## config.mk

```make
export PLATFORM = sky130hd
export DESIGN_NAME = rtcst_top
export DESIGN_NICKNAME = d
export VERILOG_FILES = /design/src/rtl/rtcst_pkg.sv /design/src/rtl/rtcst_ctrl.sv /design/src/rtl/rtcst_dp.sv /design/src/rtl/rtcst_top.sv
export SDC_FILE = /design/constraint.sdc
export NUM_CORES = 1
export LEC_CHECK = 0
export BUFFER_PORTS_ARGS = -buffer_cell sky130_fd_sc_hd__buf_2
export CAP_MARGIN = 20
export CORE_UTILIZATION = 44
export DETAILED_ROUTE_END_ITERATION = 10
export GPL_TIMING_DRIVEN = 0
export PLACE_DENSITY = 0.92
export SETUP_SLACK_MARGIN = 0.2
export SLEW_MARGIN = 20
export SYNTH_ARGS = -nofsm -noshare
export SYNTH_HDL_FRONTEND = slang
export SYNTH_HIERARCHICAL = 1
export SYNTH_SLANG_ARGS = --single-unit
export TNS_END_PERCENT = 50
```

## constraint.sdc

```tcl
create_clock -name clk -period 4.55 [get_ports clk]
set_input_delay 0.91 -clock clk [delete_from_list [all_inputs] [get_ports clk]]
set_output_delay 0.91 -clock clk [all_outputs]
set_load 0.01 [all_outputs]
```

## src/rtl/rtcst_pkg.sv

```systemverilog
package rtcst_pkg;
  localparam int DATA_W = 8;
  localparam int ADDR_W = 8;

  localparam logic [ADDR_W-1:0] ADDR_STATUS = 8'h44;
  localparam logic [ADDR_W-1:0] ADDR_IRQEN  = 8'h48;
  localparam logic [ADDR_W-1:0] ADDR_WAKE   = 8'h7C;

  localparam int BIT_PWR   = 7;
  localparam int BIT_ALM   = 6;
  localparam int BIT_PER0  = 2;   // second, minute, hour, day at 2..5
  localparam int NUM_PER   = 4;
  localparam int BIT_RUN   = 1;
  localparam int BIT_BUSY  = 0;
  localparam int BIT_AEN   = 3;
  localparam int BIT_TEN   = 2;
  localparam int BIT_WAKE  = 1;

  localparam logic [DATA_W-1:0] STICKY_MASK = (DATA_W'(1) << BIT_PWR) | (DATA_W'(1) << BIT_ALM);
  localparam logic [DATA_W-1:0] IRQ_MASK    = (DATA_W'(1) << BIT_AEN) | (DATA_W'(1) << BIT_TEN);
  localparam logic [DATA_W-1:0] WAKE_MASK   = DATA_W'(1) << BIT_WAKE;

  typedef struct packed {
    logic tick;
    logic wrStatus;
    logic wrIrqEn;
    logic wrWake;
    logic selStatus;
    logic selIrqEn;
    logic selWake;
  } ctlStrobes_t;
endpackage

```

## src/rtl/rtcst_ctrl.sv

```systemverilog
module rtcst_ctrl
  import rtcst_pkg::*;
(
  input  logic              clk,
  input  logic              rstN,
  input  logic              tickEn,
  input  logic              updateSoon,
  input  logic              runReq,
  input  logic              wrEn,
  input  logic [ADDR_W-1:0] addr,
  output ctlStrobes_t       strobes,
  output logic              busy,
  output logic              running
);
  logic hitStatus, hitIrq, hitWake;

  always_comb begin
    hitStatus = (addr == ADDR_STATUS);
    hitIrq    = (addr == ADDR_IRQEN);
    hitWake   = (addr == ADDR_WAKE);
    strobes.tick      = tickEn;
    strobes.wrStatus  = wrEn & hitStatus;
    strobes.wrIrqEn   = wrEn & hitIrq;
    strobes.wrWake    = wrEn & hitWake;
    strobes.selStatus = hitStatus;
    strobes.selIrqEn  = hitIrq;
    strobes.selWake   = hitWake;
  end

  // busy and running are resampled only on the slow tick
  always_ff @(posedge clk or negedge rstN) begin
    if (!rstN) begin
      busy    <= 1'b0;
      running <= 1'b0;
    end else if (tickEn) begin
      busy    <= updateSoon;
      running <= runReq;
    end
  end

  AST_BUSY_HOLD: assert property (@(posedge clk) disable iff (!rstN)
    !tickEn |=> $stable(busy));
  AST_RUN_HOLD: assert property (@(posedge clk) disable iff (!rstN)
    !tickEn |=> $stable(running));
  AST_ONE_WRITE: assert property (@(posedge clk) disable iff (!rstN)
    $onehot0({strobes.wrStatus, strobes.wrIrqEn, strobes.wrWake}));
endmodule

```

## src/rtl/rtcst_dp.sv

```systemverilog
module rtcst_dp
  import rtcst_pkg::*;
(
  input  logic              clk,
  input  logic              rstN,
  input  ctlStrobes_t       strobes,
  input  logic [DATA_W-1:0] wrData,
  input  logic              evtSec,
  input  logic              evtMin,
  input  logic              evtHour,
  input  logic              evtDay,
  input  logic              evtAlarm,
  input  logic              busy,
  input  logic              running,
  output logic [DATA_W-1:0] rdData,
  output logic              irqTimer,
  output logic              irqAlarm,
  output logic              wakeOut
);
  localparam logic [DATA_W-1:0] STICKY_RST = DATA_W'(1) << BIT_PWR;

  logic [DATA_W-1:0]  sticky, stickySet, stickyClr;
  logic [DATA_W-1:0]  irqEn, wakeEn, statusWord;
  logic [NUM_PER-1:0] evtVec, perFlags;

  assign evtVec = {evtDay, evtHour, evtMin, evtSec};

  // sticky flags: write-one-to-clear, a same-cycle set wins
  always_comb begin
    stickySet = '0;
    stickySet[BIT_ALM] = strobes.tick & evtAlarm;
    stickyClr = strobes.wrStatus ? wrData : '0;
  end

  always_ff @(posedge clk or negedge rstN) begin
    if (!rstN) sticky <= STICKY_RST;
    else       sticky <= ((sticky & ~stickyClr) | stickySet) & STICKY_MASK;
  end

  // periodic event flags reload at every tick
  for (genvar g = 0; g < NUM_PER; g++) begin : genPer
    always_ff @(posedge clk or negedge rstN) begin
      if (!rstN)             perFlags[g] <= 1'b0;
      else if (strobes.tick) perFlags[g] <= evtVec[g];
    end
  end

  always_ff @(posedge clk or negedge rstN) begin
    if (!rstN) begin
      irqEn    <= '0;
      wakeEn   <= '0;
      irqTimer <= 1'b0;
    end else begin
      irqTimer <= strobes.tick & evtSec & irqEn[BIT_TEN];
      if (strobes.wrIrqEn) irqEn  <= wrData & IRQ_MASK;
      if (strobes.wrWake)  wakeEn <= wrData & WAKE_MASK;
    end
  end

  always_comb begin
    statusWord = sticky;
    statusWord[BIT_PER0 +: NUM_PER] = perFlags;
    statusWord[BIT_RUN]  = running;
    statusWord[BIT_BUSY] = busy;
    rdData = '0;
    if (strobes.selStatus)     rdData = statusWord;
    else if (strobes.selIrqEn) rdData = irqEn;
    else if (strobes.selWake)  rdData = wakeEn;
  end

  assign irqAlarm = sticky[BIT_ALM] & irqEn[BIT_AEN];
  assign wakeOut  = sticky[BIT_ALM] & wakeEn[BIT_WAKE];

  AST_ALARM_STICKY: assert property (@(posedge clk) disable iff (!rstN)
    (sticky[BIT_ALM] && !(strobes.wrStatus && wrData[BIT_ALM])) |=> sticky[BIT_ALM]);
  AST_ALARM_SET_WINS: assert property (@(posedge clk) disable iff (!rstN)
    (strobes.tick && evtAlarm) |=> sticky[BIT_ALM]);
  AST_PWR_NO_RESET: assert property (@(posedge clk) disable iff (!rstN)
    !sticky[BIT_PWR] |=> !sticky[BIT_PWR]);
  AST_TIMER_NEEDS_TICK: assert property (@(posedge clk) disable iff (!rstN)
    !strobes.tick |=> !irqTimer);
  AST_PER_HOLD: assert property (@(posedge clk) disable iff (!rstN)
    !strobes.tick |=> $stable(perFlags));
endmodule

```

## src/rtl/rtcst_top.sv

```systemverilog
module rtcst_top
  import rtcst_pkg::*;
(
  input  logic              clk,
  input  logic              rstN,
  input  logic              tickEn,
  input  logic              updateSoon,
  input  logic              runReq,
  input  logic              evtSec,
  input  logic              evtMin,
  input  logic              evtHour,
  input  logic              evtDay,
  input  logic              evtAlarm,
  input  logic              wrEn,
  input  logic [ADDR_W-1:0] addr,
  input  logic [DATA_W-1:0] wrData,
  output logic [DATA_W-1:0] rdData,
  output logic              irqTimer,
  output logic              irqAlarm,
  output logic              wakeOut
);
  ctlStrobes_t strobes;
  logic        busy, running;

  rtcst_ctrl uCtrl (
    .clk(clk), .rstN(rstN), .tickEn(tickEn), .updateSoon(updateSoon),
    .runReq(runReq), .wrEn(wrEn), .addr(addr),
    .strobes(strobes), .busy(busy), .running(running)
  );

  rtcst_dp uDp (
    .clk(clk), .rstN(rstN), .strobes(strobes), .wrData(wrData),
    .evtSec(evtSec), .evtMin(evtMin), .evtHour(evtHour), .evtDay(evtDay),
    .evtAlarm(evtAlarm), .busy(busy), .running(running),
    .rdData(rdData), .irqTimer(irqTimer), .irqAlarm(irqAlarm), .wakeOut(wakeOut)
  );

  AST_ALARM_NEEDS_EN: assert property (@(posedge clk) disable iff (!rstN)
    (irqAlarm || wakeOut) |-> $past(irqAlarm || wakeOut || tickEn || wrEn));
endmodule

```

Word level (Yosys, flattened, before mapping)
Index checks and enable logic that the tools add are counted.

Equality and inequality tests: 3. Multiplexer cells: 4. Bitwise logic cells: 11.

Operators with widths (number): 8-bit by 7-bit == test with 1-bit output, second input constant (3); 8-bit two-way mux (2); 1-bit bitwise AND (8); 8-bit bitwise AND (1); 8-bit inverter (1); 8-bit by 7-bit OR with 8-bit output (1); 4-bit two-way mux (1); 2-bit two-way mux (1).

Bits in registers: 12. Bits of input ports: 27. Output and inout port bits: 11. Word-level logic and storage cells: 28.

Logic depth before layout (Yosys ltp)
Depth after elaboration: 6. Depth in mapped cells: 7. Depth with buffers taken out: 4.

Hierarchy
Netlist, hierarchy kept.

Modules (own cells, without submodules): rtcst_dp (instances 1, cells each 37, area an instance 444.2 um^2); rtcst_ctrl (instances 1, cells each 21, area an instance 180.2 um^2).

Worst setup path after synthesis
Ideal clock, no wire load.

Path type: input port to output port. Start: in addr[1]. End: out rdData[1]. Arrival time: 2.242 ns. Data required time: 3.640 ns. Slack: 1.398 ns. Cell stages on the path: 6. Cell sequence: or4b_1 clkbuf_2 nor4_1 buf_4 buf_2 a32o_1.

RTL lines: start, declared (RTL line rtcst_top.sv:15) `input logic [ADDR_W-1:0] addr,`; 8-bit by 7-bit == test with 1-bit output (RTL line rtcst_ctrl.sv:18) `hitStatus = (addr == ADDR_STATUS);`; named net uCtrl.hitStatus (RTL line rtcst_ctrl.sv:15) `logic hitStatus, hitIrq, hitWake;`; 8-bit two-way mux (RTL line rtcst_dp.sv:66) `if (strobes.selStatus) rdData = statusWord;`; end, declared (RTL line rtcst_top.sv:17) `output logic [DATA_W-1:0] rdData,`.

The timed path passes the listed nets, and every way through them passes these cells.

Worst setup path after layout
Start: in addr[1]. End: out rdData[2].

Same word-level chain as after synthesis.

==> reports/metrics.cfg <==
[outcome]
status=finished, final reports clean

[pwr]
power_w=0.000226
p_leak_nw=0.452
ir_drop_v=0.000177
p_per_area_nw_per_um2=266

[yosys]
synth.area.top_cells=dfrtp_1 44%, mux2_1 13%, and2_1 7.0%
synth_flop_cell=dfrtp_1
yosysSeqAreaShare_pct=48.3
synth_top_area_share_pct=44.1
synthArstFlopShare_pct=100
ys_types=22
yosys_warnings=6
yosys.area.top_type=dfrtp_1
synth.net_count=85
avgSynthCellArea_um2=10.8
synth_edf_count=0
netlist_area_um2=624
postSynthCellCount=58
ys_ff_latch=12

[route]
vias_per_cell=4.97
route.final.wire_length_mm=1.28
ant_nets=0
drt_iter0_drc=7
firstDrtPassIters=4
dr_total_vias=552
drc=0
wl_per_cell_um=11.6

[critical_path]
end_kind=output pin
path_class=in -> out
cp.required_ns=3.64
cp_data_arrival_time_ns=2.58
cp-start-kind=primary input
cp_max_fo=10

[sta]
min_period_ns=3.49
post-route-period-util_pct=76.7
fin_tns_setup_ns=0
finalSetupViolations=0
fmax_mhz=287
tightestPinTransition_ns=0.316
rsz0062_at_grt=false
drv_slew=0
skew_ns=0.0000568
max_slew_margin_pct=78.7
hold_viol=0
holdWs_ns=0.491

[clock_network]
clkLatencyLatePin_ns=0.26
clock_sinks=12
cts_buffer_depth=2
htree_levels=1
cts_tree=done
cts_hold_buf=0
clk_pin_slew_ns=0.08
cts-resized-gates=0
cts_buffers=3
postCtsSetupBuffers=0
cts_root_buf=clkbuf_4

[finish]
final_common_cell=buf_2
layout_common_cells=35 x buf_2, 11 x dfrtp_1, 7 x and2_1, 7 x mux2_1, 5 x nand2_1
antenna_cells=0
drive_gt1_share_pct=50.0
fin_cells=111
multiInputGateArea_um2=279
layout.nets=124
seq_area_um2=302
area_delta_synth_final_pct=36.1
fin_area_um2=850
fillers=111

[hold_path]
hp-class=reg -> reg

[global_route]
grt_util_all_layers_pct=18.8
grt_overflow=0
grt_pass1_vias=483
grt_pass1_wl_mm=1.87
grt_max_degree=13
grt_antenna_before_repair=0

[placement]
hpwlAfterDp_mm=1.05
placed_area_um2=813
portBuffers=34
dp.cells=107
place.gp.congestion=0.678

[die]
dieArea_um2=1570
initial_utilization_pct=47.4
die_h_um=39.7
io-pin-count=38
die_w_um=39.7
core_area_um2=1320
rows=13

[job]
maxCapViolations=0

flip-flops by register name, indices dropped and copies added, names as in the netlist:
register       flops
uDp/perFlags       4
uDp/irqTimer       1
uDp/wakeEn         1
uCtrl/running      1
uDp/sticky         2
uCtrl/busy         1
uDp/irqEn          2
cells in the mapped netlist (all sizes together) (2+ instances only):
cell and number:
nor2 2, mux2 9, nor4 2, o21ai 2, and2 7, buf 5
dfrtp 11, nand2 5, nand2b 2, nor3 3
routing by layer:
layer  wire length (um)  track usage (%)  vias up
met4                  0             7.76        0
met1                534             20.4      249
met5                  0                0        -
met2                667             34.8       25
li1                   -                -      278
met3                 81             3.41        0
through the flow:
stage | utilization [%] | setup WS (ns)
after detailed placement | 61.7 | 1.09
after global placement | 61.7 | 1.12
after global routing | 64.5 | 0.932
after CTS | 64.5 | 1.08
final | 64.5 | 1.06
after floorplan | - | 1.40
cell type report:
cell class | count | area share, %
Buffer | 6 | 4.71
Timing Repair Buffer | 34 | 20.0
Tap cell | 15 | 2.21
Clock buffer | 4 | 4.27
Inverter | 1 | 0.442
Multi-Input combinational cell | 39 | 32.8
Sequential cell | 12 | 35.5
cell families (layout without fill, tap and decap cells):
family	count (synthesis)	after routing	synth area share, %
and+or+nand+nor	25	25	22.6
DFF	12	12	48.3
muxes	9	9	16.2
buffers and inverters	7	45	7.01
AOI/OAI and AO/OA	5	5	5.81
where the power goes:
group	total [W]	switching (W)	leakage (nW)	internal, W
Sequential	0.000117	0.00000324	0.145	0.000113
Combinational	0.0000259	0.0000111	0.286	0.0000147
Clock	0.0000831	0.0000346	0.0210	0.0000486
worst max-delay path: stages:
cell and delay [ns]:
buf_2 0.09, or4b_1 0.50, clkbuf_2 0.16, nor4_1 0.26, buf_4 0.16, buf_2 0.19
nand2_1 0.08, o21ai_1 0.08, buf_2 0.14
final timing paths:
kind,startpoint,to,slack [ns],cells after the start
max,addr[1],rdData[2],1.06,9
min,uDp/sticky[7],uDp/sticky[7],0.49,1
max reg2reg,uDp/irqEn[3],uDp/irqEn[3],3.74,1
min reg2reg,uDp/sticky[7],uDp/sticky[7],0.49,1
max in group asynchronous,rstN,uDp/sticky[7],3.78,1
min in group asynchronous,rstN,uDp/sticky[6],0.50,1
Note: power is estimated with default switching activity, not from simulation.
